<file path="config.mk">
export PLATFORM = sky130hd
export DESIGN_NAME = ep_tx_status_reg
export DESIGN_NICKNAME = d
export VERILOG_FILES = /design/src/rtl/ep_tx_status_reg.sv
export SDC_FILE = /design/constraint.sdc
export NUM_CORES = 1
export LEC_CHECK = 0
export ABC_AREA = 1
export BUFFER_PORTS_ARGS = -buffer_cell sky130_fd_sc_hd__buf_2
export CAP_MARGIN = 20
export CORE_AREA = 3 3 40 42
export DETAILED_ROUTE_END_ITERATION = 12
export DIE_AREA = 0 0 43 45
export HOLD_SLACK_MARGIN = 0.05
export PLACE_DENSITY_LB_ADDON = 0.12
export SYNTH_ARGS = -nofsm -noshare
export SYNTH_HDL_FRONTEND = slang
export SYNTH_SLANG_ARGS = --single-unit
</file>
<file path="constraint.sdc">
create_clock -name clk -period 1.2 [get_ports clk]
set_input_delay 0.06 -clock clk [delete_from_list [all_inputs] [get_ports clk]]
set_output_delay 0.06 -clock clk [all_outputs]
set_load 0.005 [all_outputs]
</file>
<file path="src/rtl/ep_tx_status_reg.sv">
module ep_tx_status_reg (
  input  logic       clk,
  input  logic       rst_n,
  input  logic       wr_en,
  input  logic [9:0] wr_data,
  input  logic       ev_tx_ok,
  input  logic       ev_in_ack,
  input  logic       ev_iso_sent,
  input  logic       ev_setup,
  input  logic [1:0] ep_type,
  input  logic       irq_en,
  output logic [9:0] rd_data,
  output logic       irq
);
  localparam logic [1:0] TYPE_CTRL = 2'b01;
  localparam logic [1:0] TYPE_ISO  = 2'b10;
  localparam logic [1:0] ST_NAK    = 2'b10;

  logic       done_q, tog_q;
  logic [1:0] txst_q, rxst_q;
  logic [3:0] addr_q;

  wire is_iso   = (ep_type == TYPE_ISO);
  wire tog_set  = ev_setup && (ep_type == TYPE_CTRL);
  wire tog_flip = is_iso ? ev_iso_sent : ev_in_ack;
  wire st_force = ev_tx_ok && !is_iso;

  always_ff @(posedge clk) begin
    if (!rst_n) begin
      done_q <= 1'b0;
      tog_q  <= 1'b0;
      txst_q <= 2'b00;
      rxst_q <= 2'b00;
      addr_q <= 4'h0;
    end else begin
      if (ev_tx_ok)                   done_q <= 1'b1;
      else if (wr_en && !wr_data[7])  done_q <= 1'b0;

      if (tog_set)                    tog_q <= 1'b1;
      else if (tog_flip)              tog_q <= ~tog_q;
      else if (wr_en && wr_data[6])   tog_q <= ~tog_q;

      if (st_force)                   txst_q <= ST_NAK;
      else if (wr_en)                 txst_q <= txst_q ^ wr_data[5:4];

      if (wr_en) begin
        rxst_q <= rxst_q ^ wr_data[9:8];
        addr_q <= wr_data[3:0];
      end
    end
  end

  assign rd_data = {rxst_q, done_q, tog_q, txst_q, addr_q};
  assign irq     = done_q & irq_en;

  AST_FLAG_SET: assert property (@(posedge clk) disable iff (!rst_n) ev_tx_ok |=> rd_data[7]);
  AST_FLAG_ONLY_OK: assert property (@(posedge clk) disable iff (!rst_n) (!ev_tx_ok && !rd_data[7]) |=> !rd_data[7]);
  AST_ACK_FLIP: assert property (@(posedge clk) disable iff (!rst_n) (ev_in_ack && !ev_setup && ep_type != TYPE_ISO) |=> rd_data[6] != $past(rd_data[6]));
  AST_SETUP_ONE: assert property (@(posedge clk) disable iff (!rst_n) (ev_setup && ep_type == TYPE_CTRL) |=> rd_data[6]);
  AST_ISO_FLIP: assert property (@(posedge clk) disable iff (!rst_n) (ev_iso_sent && ep_type == TYPE_ISO) |=> rd_data[6] != $past(rd_data[6]));
  AST_NAK_FORCE: assert property (@(posedge clk) disable iff (!rst_n) (ev_tx_ok && ep_type != TYPE_ISO) |=> rd_data[5:4] == ST_NAK);
  AST_ISO_STAT_HELD: assert property (@(posedge clk) disable iff (!rst_n) (ep_type == TYPE_ISO && !wr_en) |=> $stable(rd_data[5:4]));
  AST_ADDR_LOAD: assert property (@(posedge clk) disable iff (!rst_n) wr_en |=> rd_data[3:0] == $past(wr_data[3:0]));
  AST_IRQ_GATE: assert property (@(posedge clk) disable iff (!rst_n) !irq_en |-> !irq);
endmodule

</file>
==> results.md <==
- EDFF count, synth: 0
- Worst Hold End: rxst_q[0]$_SDFFE_PN0P_
- DRC viols: 0
- Setup Skew: 0 ns
- CTS sink cnt: 10
- Worst r2r src: tog_q$_SDFFE_PN0P_
- Worst r2r dst: tog_q$_SDFFE_PN0P_
- Required time worst endpoint: 1.14 ns
- Max clock buf depth: 2
- Worst Hold Class: in2reg
- Hold_buf cts: 6
- Pin count of the biggest net entering global routing: 13
- Most instantiated cells after synthesis: nand2_1 (11), nor2_1 (11), dfxtp_1 (10)
- Post-Syn Area: 442 um^2
- Setup repair bufs after CTS: 0
- Die W: 43 um
- Die Height: 45 um
- Core area: 0.00128 mm^2
- Register bit total from synthesis: 10
- WS Path Type: reg2out
- Drt initial violations: 7
- First-pass GRT wire length: 1810 um
- Final Setup Violations: 0
- Worst endpoint data arrival time: 0.79 ns
- Initial core utilization: 34.4%
- CTS tree: yes
- Worst-skew pair later-pin latency: 0.26 ns
- RSZ-0062 raised after global routing: false
- Worst hold margin: 0.0609 ns
- Run status: complete, no violations
- Crit path max fanout: 3
- Nets: 118
- Layout cells sized above 1: 37.1%
- Slew Limit Fails: 0
- Cell count after synthesis: 60
- Final Util: 53.0%
- Placed Area: 584 um^2
- ANT cells: 0
- GRT Util Overall: 12.3%
- Port buffer count: 30
- WL final: 1110 um
- Worst-margin pin slew: 0.204 ns
- Synth-to-layout area growth: 54.1%
- FF-to-FF setup slack: 0.50 ns
- Final worst path period share: 70.6%
- Post-synth cell types: 16
- Min-delay src: wr_data[8]
- Crit end category: output port
- Final Cell Area: 681 um^2
- DR vias/cell: 4.38
- Max-Cap Viols: 0
- Post-route total power: 820 uW
- Period minus WS final: 0.848 ns
- Maximum vdd ir drop: 0.580 mV
- Top cell type's share of synthesized area: 45.3%
- Total I/O pin count: 31
- Post-synth ARST share: 0%
- Vias in the first global route: 477
- Yosys top cell by area: dfxtp_1
- Worst reg-to-reg path cell count: 4
- Post-synthesis sequential area ratio: 45.3%
- DIE AREA: 0.00194 mm^2
- H-tree depth: 1
- Vias post-DR: 491
- Clk pin slew, worst setup/hold paths: 0.07 ns
- Per-instance average area after synthesis: 7.36 um^2
- TritonRoute pass-1 iters: 4
- Synth Flop Type: dfxtp_1
- Top cells by area, synth: dfxtp_1 (45%), nand2_1 (9.3%), nor2_1 (9.3%)
- CTS Buf Count: 3
- Hold Violations, Final: 0
- Worst slew margin: 86.4%
- Detail Route Antenna Nets: 0
- Routed len/inst: 9.89 um
- TNS Setup: 0 ns
- YS warnings: 0
- Row cnt: 13
- Root buffer cell: clkbuf_4
- Max Clk Rate: 1.18 GHz
- Antenna violations before repair: 0
- Post_cts resized: 0
- Hold path cells: 3
- Syn_nets: 80
- Static Leak: 0.378 nW
- Startpoint types: flip-flop
- Pwr Density: 1200 mW/mm^2
- Gpl congestion: 0.683
- GRT overflow: 0
-- metrics by stage --
step / setup slack, ns / cells
final: 0.352 / 112
after global placement: 0.463 / 102
after floorplan: 0.525 / 60
after global routing: 0.279 / 112
after CTS: 0.334 / 112
after detailed placement: 0.439 / 102
-- worst max-delay path by stage --
| stage | start | endpoint | slack, ns | depth (start not counted) |
|---|---|---|---|---|
| detailed placement | wr_en | done_q$_SDFFE_PN0P_ | 0.44 | 4 |
| global placement | wr_en | txst_q[0]$_SDFFE_PP0P_ | 0.46 | 4 |
| finish | done_q$_SDFFE_PN0P_ | irq | 0.35 | 3 |
| global route | done_q$_SDFFE_PN0P_ | irq | 0.28 | 3 |
| floorplan | txst_q[1]$_SDFFE_PN0P_ | txst_q[1]$_SDFFE_PN0P_ | 0.52 | 2 |
| CTS | done_q$_SDFFE_PN0P_ | irq | 0.33 | 3 |
-- cells by family (layout without fill, tap and decap cells) --
family                    Yosys count  in the layout  synth area share, %
AOI/OAI and AO/OA                  10             10                 12.2
xor gates and xnor gates            2              2                 3.97
buffers and inverters               9             46                 11.0
DFF                                10             10                 45.3
and+or+nand+nor                    29             29                 27.5
-- cell type report --
cell class	count	area, um^2
multi-input cells	41	193
well taps	15	18.8
fillers	137	604
repair buffers	36	210
flip-flops and latches	10	200
clock buffers	4	36.3
inverters	6	22.5
-- cell usage in the layout (no fill, tap or decap), types with 3 or more instances in the layout --
master | Yosys | layout
buf_2 | 0 | 30
nand2_1 | 11 | 11
nor2_1 | 11 | 11
dfxtp_1 | 10 | 10
inv_1 | 6 | 6
dlygate4sd3_1 | 0 | 6
o21ai_0 | 4 | 4
a21oi_1 | 4 | 4
nand3_1 | 4 | 4
clkbuf_4 | 0 | 3
-- critical path: stages (launching register included) --
cell     delay, ns
dfxtp_1       0.34
nand2_1       0.05
inv_1         0.04
buf_2         0.10
-- per-layer routing --
layer / routed length (um) / GRT usage, % / vias up
met1: 521 / 14.6 / 212
met2: 505 / 20.4 / 15
met3: 69 / 2.79 / 2
met4: 12 / 7.23 / 0
li1: - / - / 262
met5: 0 / 0 / -
-- flip-flops by register name (all words and copies together) (netlist names) --
name,cells
tog_q,1
rxst_q,2
done_q,1
txst_q,2
addr_q,4
-- power by group --
| group | total (mW) | switching [mW] | internal (mW) |
|---|---|---|---|
| Combinational | 0.144 | 0.0654 | 0.0785 |
| Sequential | 0.371 | 0.0138 | 0.357 |
| Clock | 0.305 | 0.121 | 0.184 |
| Total | 0.820 | 0.200 | 0.620 |
Note: power is estimated with default switching activity, not from simulation.
